**config.mk**
```make
export PLATFORM = sky130hd
export DESIGN_NAME = dma_reqgen_bank
export DESIGN_NICKNAME = d
export VERILOG_FILES = /design/src/rtl/dma_reqgen_pkg.sv /design/src/rtl/dma_reqgen_regs.sv /design/src/rtl/dma_reqgen_unit.sv /design/src/rtl/dma_reqgen_bank.sv
export SDC_FILE = /design/constraint.sdc
export NUM_CORES = 1
export LEC_CHECK = 0
export BUFFER_PORTS_ARGS = -buffer_cell sky130_fd_sc_hd__buf_2
export CAP_MARGIN = 20
export CORE_UTILIZATION = 35
export DETAILED_ROUTE_END_ITERATION = 8
export GPL_TIMING_DRIVEN = 0
export HOLD_SLACK_MARGIN = 0.02
export SETUP_SLACK_MARGIN = 0.1
export SYNTH_ARGS = -nofsm -noshare
export SYNTH_HDL_FRONTEND = slang
export SYNTH_SLANG_ARGS = --single-unit
```
**constraint.sdc**
```tcl
create_clock -name clk -period 2.89 [get_ports clk]
set_input_delay 0.4335 -clock clk [delete_from_list [all_inputs] [get_ports clk]]
set_output_delay 0.4335 -clock clk [all_outputs]
set_load 0.01 [all_outputs]
```
**src/rtl/dma_reqgen_pkg.sv**
```systemverilog
package dma_reqgen_pkg;
  localparam int CTRL_SEL_LSB = 0;
  localparam int CTRL_IE_BIT  = 8;
  localparam int CTRL_CNT_LSB = 16;
  localparam int CTRL_EN_BIT  = 24;
endpackage

```
**src/rtl/dma_reqgen_regs.sv**
```systemverilog
module dma_reqgen_regs
  import dma_reqgen_pkg::*;
#(
  parameter int NG     = 4,
  parameter int SEL_W  = 5,
  parameter int CNT_W  = 5,
  parameter int ADDR_W = 3,
  parameter int DATA_W = 32
) (
  input  logic                       clk,
  input  logic                       rst_n,
  input  logic                       reg_wr,
  input  logic [ADDR_W-1:0]          reg_addr,
  input  logic [DATA_W-1:0]          reg_wdata,
  output logic [DATA_W-1:0]          reg_rdata,
  input  logic [NG-1:0]              ovr_set,
  output logic [NG-1:0][SEL_W-1:0]   sel_o,
  output logic [NG-1:0][CNT_W-1:0]   cnt_o,
  output logic [NG-1:0]              en_o,
  output logic [NG-1:0]              irq
);
  localparam logic [ADDR_W-1:0] ADDR_STATUS = ADDR_W'(NG);
  localparam logic [ADDR_W-1:0] ADDR_CLEAR  = ADDR_W'(NG + 1);

  logic [NG-1:0][SEL_W-1:0] sel_q;
  logic [NG-1:0][CNT_W-1:0] cnt_q;
  logic [NG-1:0]            ie_q, en_q, flag_q;
  logic                     clr_hit;
  logic [NG-1:0]            clr_mask;

  assign clr_hit  = reg_wr && (reg_addr == ADDR_CLEAR);
  assign clr_mask = clr_hit ? reg_wdata[NG-1:0] : '0;

  always_ff @(posedge clk or negedge rst_n) begin
    if (!rst_n) begin
      sel_q  <= '0;
      cnt_q  <= '0;
      ie_q   <= '0;
      en_q   <= '0;
      flag_q <= '0;
    end else begin
      for (int g = 0; g < NG; g++) begin
        if (reg_wr && reg_addr == ADDR_W'(g)) begin
          sel_q[g] <= reg_wdata[CTRL_SEL_LSB +: SEL_W];
          cnt_q[g] <= reg_wdata[CTRL_CNT_LSB +: CNT_W];
          ie_q[g]  <= reg_wdata[CTRL_IE_BIT];
          en_q[g]  <= reg_wdata[CTRL_EN_BIT];
        end
      end
      flag_q <= ovr_set | (flag_q & ~clr_mask);
    end
  end

  always_comb begin
    reg_rdata = '0;
    for (int g = 0; g < NG; g++) begin
      if (reg_addr == ADDR_W'(g)) begin
        reg_rdata[CTRL_SEL_LSB +: SEL_W] = sel_q[g];
        reg_rdata[CTRL_CNT_LSB +: CNT_W] = cnt_q[g];
        reg_rdata[CTRL_IE_BIT]           = ie_q[g];
        reg_rdata[CTRL_EN_BIT]           = en_q[g];
      end
    end
    if (reg_addr == ADDR_STATUS) reg_rdata[NG-1:0] = flag_q;
  end

  assign sel_o = sel_q;
  assign cnt_o = cnt_q;
  assign en_o  = en_q;
  assign irq   = flag_q & ie_q;

  for (genvar g = 0; g < NG; g++) begin : g_chk
    a_r10_set_wins: assert property (@(posedge clk) disable iff (!rst_n)
      ovr_set[g] |=> flag_q[g]);
    a_r9_clear_one: assert property (@(posedge clk) disable iff (!rst_n)
      (clr_hit && reg_wdata[g] && !ovr_set[g]) |=> !flag_q[g]);
    a_r9_zero_keeps: assert property (@(posedge clk) disable iff (!rst_n)
      (flag_q[g] && !(clr_hit && reg_wdata[g])) |=> flag_q[g]);
  end
endmodule

```
**src/rtl/dma_reqgen_unit.sv**
```systemverilog
module dma_reqgen_unit #(
  parameter int NT    = 32,
  parameter int SEL_W = 5,
  parameter int CNT_W = 5
) (
  input  logic             clk,
  input  logic             rst_n,
  input  logic             en,
  input  logic [SEL_W-1:0] sel,
  input  logic [NT-1:0]    trig,
  input  logic [CNT_W-1:0] cnt,
  input  logic             ack,
  output logic             req,
  output logic             ovr
);
  localparam int REM_W = CNT_W + 1;

  logic             picked, prev_q, edge_det, busy, fire;
  logic [REM_W-1:0] remaining;

  assign picked   = trig[sel];
  assign edge_det = picked & ~prev_q;
  assign busy     = (remaining != '0);
  assign req      = en & busy;
  assign fire     = req & ack;
  assign ovr      = en & edge_det & busy;

  always_ff @(posedge clk or negedge rst_n) begin
    if (!rst_n) begin
      prev_q    <= 1'b0;
      remaining <= '0;
    end else begin
      prev_q <= picked;
      if (!en)
        remaining <= '0;
      else if (edge_det && !busy)
        remaining <= REM_W'(cnt) + 1'b1;
      else if (fire)
        remaining <= remaining - 1'b1;
    end
  end

  a_r5_req_hold: assert property (@(posedge clk) disable iff (!rst_n)
    (req && !ack) |=> (req || !en));
  a_r4_launch: assert property (@(posedge clk) disable iff (!rst_n)
    (en && edge_det && !busy) |=> (req || !en));
  a_r6_no_restart: assert property (@(posedge clk) disable iff (!rst_n)
    ovr |=> (remaining <= $past(remaining)));
  a_r5_count_down: assert property (@(posedge clk) disable iff (!rst_n)
    fire |=> (remaining == $past(remaining) - 1'b1 || !en));
endmodule

```
**src/rtl/dma_reqgen_bank.sv**
```systemverilog
module dma_reqgen_bank #(
  parameter int NUM_GEN  = 4,
  parameter int NUM_TRIG = 32,
  parameter int CNT_W    = 5,
  parameter int ADDR_W   = 3,
  parameter int DATA_W   = 32
) (
  input  logic                clk,
  input  logic                rst_n,
  input  logic                reg_wr,
  input  logic [ADDR_W-1:0]   reg_addr,
  input  logic [DATA_W-1:0]   reg_wdata,
  output logic [DATA_W-1:0]   reg_rdata,
  input  logic [NUM_TRIG-1:0] trig_in,
  output logic [NUM_GEN-1:0]  dma_req,
  input  logic [NUM_GEN-1:0]  dma_ack,
  output logic [NUM_GEN-1:0]  irq
);
  localparam int SEL_W = $clog2(NUM_TRIG);

  logic [NUM_GEN-1:0][SEL_W-1:0] sel;
  logic [NUM_GEN-1:0][CNT_W-1:0] cnt;
  logic [NUM_GEN-1:0]            en, ovr;

  dma_reqgen_regs #(
    .NG(NUM_GEN), .SEL_W(SEL_W), .CNT_W(CNT_W), .ADDR_W(ADDR_W), .DATA_W(DATA_W)
  ) u_regs (
    .clk(clk), .rst_n(rst_n), .reg_wr(reg_wr), .reg_addr(reg_addr),
    .reg_wdata(reg_wdata), .reg_rdata(reg_rdata), .ovr_set(ovr),
    .sel_o(sel), .cnt_o(cnt), .en_o(en), .irq(irq)
  );

  for (genvar g = 0; g < NUM_GEN; g++) begin : g_unit
    dma_reqgen_unit #(.NT(NUM_TRIG), .SEL_W(SEL_W), .CNT_W(CNT_W)) u_unit (
      .clk(clk), .rst_n(rst_n), .en(en[g]), .sel(sel[g]), .trig(trig_in),
      .cnt(cnt[g]), .ack(dma_ack[g]), .req(dma_req[g]), .ovr(ovr[g])
    );
    a_r2_disarmed_quiet: assert property (@(posedge clk) disable iff (!rst_n)
      !en[g] |-> (!dma_req[g] && !ovr[g]));
  end
endmodule

```
# Yosys cells after proc, flatten, opt, wreduce, memory -nomap -nowiden
# Cells that the tools add are included.
# W data, S select, Z words.
[totals]
word_cells = 130
reg_bits = 80
[op_classes]
n_eq_ne = 9
bitwise_logic = 28
n_addsub = 8
magnitude_cmp = 4
n_reduce_logical = 18
muxes = 38
[op_table]
columns = ["operator", "count"]
rows = [
  ["$mux W6", 12],
  ["$mux W5", 8],
  ["$add A5 B1 Y6 const B", 4],
  ["$lt A5 B6 Y1 const B", 4],
  ["$reduce_bool A6 Y1", 4],
  ["$sub A6 B1 Y6 const B", 4],
  ["$and A1 B1 Y1", 20],
  ["$bmux W1 S5", 4],
  ["$mux W1", 12],
  ["$ne A3 B1 Y1 const B", 4],
  ["$logic_and A1 B1 Y1", 9],
  ["$and A4 B4 Y4", 2],
  ["$mux W4", 2],
  ["$eq A3 B2 Y1 const B", 2],
  ["$eq A3 B3 Y1 const B", 2],
  ["$logic_not A1 Y1", 4],
  ["$not A1 Y1", 4],
  ["$not A4 Y4", 1],
  ["$or A4 B4 Y4", 1],
  ["$eq A3 B1 Y1 const B", 1],
  ["$logic_not A3 Y1", 1],
]

# Logic depth before layout (Yosys ltp)
[depth]
ltp_word = 6
ltp_mapped = 9
depth_no_buf = 8

# Cells and area by module
# Synthesis repeated with hierarchy kept, for this count alone.
[hier_totals]
cells_unflattened = 595
area_unflattened_um2 = 5993.2
[modules_own_cells]
columns = ["mod", "area_each_um2", "instances", "cells_each", "seq_area_each_um2"]
rows = [
  ["dma_reqgen_regs", 2707.6, 1, 203, 1301.2],
  ["dma_reqgen_unit (g_unit[2].u_unit ...)", 825.8, 2, 98, 175.2],
  ["dma_reqgen_unit (g_unit[0].u_unit ...)", 817.0, 2, 98, 175.2],
]

# Least setup slack after synthesis
# OpenSTA, ideal clock, no wires.
[synth_path]
kind = "input port to output port"
from = "input port reg_addr[0]"
to = "output port reg_rdata[1]"
t_arrival_ns = 1.709
path_slack_ns = 0.748
required_time_ns = 2.457
n_path_buf = 3
cell_stages = 7
path_cell_list = "buf_2 buf_2 clkbuf_1 mux2i_1 nor2_1 a31oi_1 o22ai_1"
[synth_via]
elab_chain_cells = 6
word_cells_on_any_way = 10
classes_between = "eq/ne (4); mux (5); reduce/logical (1)"
[synth_lines]
columns = ["element", "line", "source"]
rows = [
  ["start: declaration", "dma_reqgen_bank.sv:11", "input logic [ADDR_W-1:0] reg_addr,"],
  ["$logic_not A3 Y1", "dma_reqgen_regs.sv:57", "if (reg_addr == ADDR_W'(g)) begin"],
  ["$mux W5 (4 in series)", "dma_reqgen_regs.sv:57", ""],
  ["$mux W4 (*)", "dma_reqgen_regs.sv:64", "if (reg_addr == ADDR_STATUS) reg_rdata[NG-1:0] = flag_q;"],
  ["end: declaration", "dma_reqgen_bank.sv:13", "output logic [DATA_W-1:0] reg_rdata,"],
]
# Mark *: on every way between the ends. The rest lies on a longest branch, timed or not.

# Worst setup path after layout
[layout_path]
from = "input port reg_addr[1]"
to = "output port reg_rdata[18]"
[layout_via]
elab_chain_cells = 5
word_cells_on_any_way = 8
classes_between = "eq/ne (3); mux (4); reduce/logical (1)"
[layout_lines]
columns = ["element", "line"]
rows = [
  ["$logic_not A3 Y1", "dma_reqgen_regs.sv:57"],
  ["$mux W5 (3 in series)", "dma_reqgen_regs.sv:57"],
  ["$mux W5 (*)", "dma_reqgen_regs.sv:57"],
]
# Marks and branches as above.

==> out/metrics.yaml <==
portBuffers: 72
place_worst_setup_slack_ps: 311
critPathMaxStageDelay_ps: 460
final.setup.worst_slack_ps: 266
final_core_util: 0.428
max_clk_rate_mhz: 381
vdd_drop_max_mv: 0.479
flow.area_growth_from_synthesis_pct: 18.4
layout.cells.most_common_list: "sky130_fd_sc_hd__dfrtp_1, sky130_fd_sc_hd__buf_2, sky130_fd_sc_hd__mux2i_1"
clock_transition_at_the_registers_of_the_reported_paths_ps: 60
synth_seq_area_share: 0.346
share_of_total_power_in_sequential_cells: 0.327
ys.flop_type: "sky130_fd_sc_hd__dfrtp_1"
core_outline_area_um2: 16000
number_of_global_route_vias_before_repair: 4761
clk_network_pwr_share: 0.231
synth-seq-cells: 80
asyncSetResetFlopFracSynth: 1.00
startpoint_type: "primary input"
cts-buffers-inserted: 9
hold_path.startpoint: "reg_wdata[4]"
fillers: 1574
r2r-end: "g_unit[0].u_unit.remaining[5]"
power.share.switching: 0.379
yosys_warnings: 0
clock-root-buffer: "sky130_fd_sc_hd__clkbuf_16"
multiInputGateArea_um2: 3430
hold_depth: 2
worstSetupPathType: "primary input to output port"
routed-via-count: 4846
start_util: 0.362
grt_max_degree: 57
worst_max_slew_pin_slew_ps: 777
post_cts.resized_instances: 0
synthesis.instances: 587
grt_overflow_total: 0
grt_setup_unrepaired: "false"
drt-vias-per-instance: 5.33
finalInstanceArea_um2: 6850
cp_cell_sequence: "buf_2, buf_1, buf_1, mux4_2, nor2b_1, buf_2"
final-hold-violation-count: 0
r2r_slack_ps: 760
fraction_of_power_consumed_by_combinational_cells: 0.442
finalCritPeriodShare: 0.908
nets: 777
final_common_cell: "sky130_fd_sc_hd__dfrtp_1"
design_power_total_mw: 5.47
detailed_place.area_um2: 6520
hpwl_um: 12600
cts_tree: "yes"
gp_congestion: 0.931
r2r.worst_path.cells: 8
cp.required_ps: 2460
leakage_nw: 3.09
fp-row-count: 46
timing.setup.tns_ps: 0
setup-violations-final: 0
cp_slowest_cell: "sky130_fd_sc_hd__buf_1"
drt_iter0_drc: 275
wirelength_per_cell_um: 17.9
hold_ws_ps: 393
antenna_found_initial: 0
top_level_port_count: 114
detail_route.first_pass.iterations: 5
remaining_antenna_violation_count: 0
final_layout_size_suffix_gt1_frac: 0.268
summed_instance_area_of_the_synthesized_netlist_um2: 5790
track_usage: 0.198
timing.critical_path.fanout_max: 10
finalWorstPathRequiredPeriod_ps: 2620
detail_route.wirelength_um: 16300
drc: 0
setup.worst_path.end_class: "output port"
internal_power_mw: 3.40
cts_max_path_buffers: 2
clock_insertion_delay_worst_skew_ps: 330
synth_cell_type_count: 53
synth.avg_cell_area_um2: 9.86
synth-edff-count: 0
power-per-cell-area_nw_per_um2: 798
grt_first_pass_wirelength_um: 25500
layout.area.seq_um2: 2000
die_area_um2: 17100
max_slew_headroom: 0.481
numClockSinks: 80
slew_viol_final: 0
critical_path.startpoint: "reg_addr[1]"
instances_no_fill: 910
max-cap-violations: 0
chipHeight_um: 131
critical_path_arrival_ps: 2190
clock_skew_ps: 3.32
total_switching_power_mw: 2.07
insertedDiodeCount: 0
outcome: "finished clean"
min_path_type: "primary input to flop"
htreeDepth: 3
timing.rr.start: "u_regs.sel_o[1]"
placedCellCount: 895
fp.dieW_um: 131
hold_path_end: "u_regs.sel_o[19]"
## power by group through the flow
stage | logic, mW | registers [mW] | clock network [mW]
global route | 2.65 | 1.82 | 1.33
floorplan | 1.82 | 1.66 | 0
finish | 2.42 | 1.79 | 1.26
global placement | 2.32 | 1.77 | 0
detailed placement | 2.39 | 1.79 | 0
CTS | 2.41 | 1.78 | 1.28
## metal layers
metal  GRT usage  routed length (um)  vias up
met1       0.260                7380     2382
met4      0.0656                 348        0
met2       0.337                7910      136
li1            -                   -     2304
met5           0                   0        -
met3      0.0257                 633       24
## worst max-delay path by stage
stage                     to  slack (ps)  cells after the start
2_1_floorplan   reg_rdata[1]         750                      7
3_3_place_gp   reg_rdata[18]         330                      6
3_5_place_dp   reg_rdata[19]         310                      6
4_1_cts        reg_rdata[19]         280                      6
5_1_grt         reg_rdata[1]         140                      8
6_report       reg_rdata[18]         270                      6
## flip-flops by register name, summed over array words and instances, names as in the netlist
register / cells
u_regs.en_o: 4
u_regs.sel_o: 20
u_regs.ie_q: 4
u_regs.flag_q: 4
g_unit.u_unit.prev_q: 4
u_regs.cnt_o: 20
g_unit.u_unit.remaining: 24
## cells in the mapped netlist (3+ instances only)
cell type                  instances  area share
sky130_fd_sc_hd__dfrtp_1          80        0.35
sky130_fd_sc_hd__mux2i_1          69        0.12
sky130_fd_sc_hd__nand2_1          56       0.036
sky130_fd_sc_hd__mux2_2           45       0.088
sky130_fd_sc_hd__nand3_1          35       0.030
sky130_fd_sc_hd__buf_4            26       0.034
sky130_fd_sc_hd__a22oi_1          20       0.026
sky130_fd_sc_hd__inv_1            20       0.013
sky130_fd_sc_hd__nor2b_1          18       0.019
sky130_fd_sc_hd__o21ai_0          17       0.015
sky130_fd_sc_hd__a21oi_1          15       0.013
sky130_fd_sc_hd__nor2_1           14      0.0091
sky130_fd_sc_hd__xnor2_1          14       0.021
sky130_fd_sc_hd__nand2b_1         13       0.014
sky130_fd_sc_hd__ha_1             12       0.026
sky130_fd_sc_hd__xor2_1           12       0.018
sky130_fd_sc_hd__and2_1           10       0.011
sky130_fd_sc_hd__o22ai_1          10       0.011
sky130_fd_sc_hd__a31oi_1           9      0.0097
sky130_fd_sc_hd__mux4_2            8       0.031
sky130_fd_sc_hd__clkbuf_1          6      0.0039
sky130_fd_sc_hd__nor3_1            6      0.0052
sky130_fd_sc_hd__buf_2             5      0.0043
sky130_fd_sc_hd__buf_6             5      0.0097
sky130_fd_sc_hd__o211ai_1          5      0.0065
sky130_fd_sc_hd__o31ai_1           5      0.0065
sky130_fd_sc_hd__a211oi_1          4      0.0052
sky130_fd_sc_hd__a32o_1            4      0.0069
sky130_fd_sc_hd__buf_1             4      0.0026
sky130_fd_sc_hd__nor4_1            4      0.0043
sky130_fd_sc_hd__or3_1             4      0.0043
sky130_fd_sc_hd__or2_2             3      0.0032
## final cells by class
| class | count | share of cell area |
|---|---|---|
| Buffer | 48 | 0.0517 |
| Clock buffer | 10 | 0.0334 |
| Clock inverter | 4 | 0.0139 |
| Inverter | 20 | 0.0110 |
| Multi-Input combinational cell | 458 | 0.500 |
| Sequential cell | 80 | 0.292 |
| Tap cell | 216 | 0.0394 |
| Timing Repair Buffer | 74 | 0.0584 |
## critical path, delay by kind of cell
kind,cells,cell delay (ps)
buffers and inverters,4,1210
and+or+nand+nor,1,150
muxes,1,380
## what timing repair did
item | 4_1_cts | 5_1_grt
hold buffers | 1 | 0
buffers inserted | 0 | 0
hold endpoints to repair | 7 | 0
## logic make-up (layout without fill, tap and decap cells)
family | count (synthesis) | after routing | share of synthesized area
and+or+nand+nor | 178 | 178 | 0.157
muxes | 122 | 122 | 0.238
AOI/OAI and AO/OA | 100 | 100 | 0.119
DFF | 80 | 80 | 0.346
buffers and inverters | 68 | 156 | 0.0741
xor gates and xnor gates | 26 | 26 | 0.0393
adders and majority gates | 12 | 12 | 0.0259
other | 1 | 20 | 0.000648
Note: power is estimated with default switching activity, not from simulation.
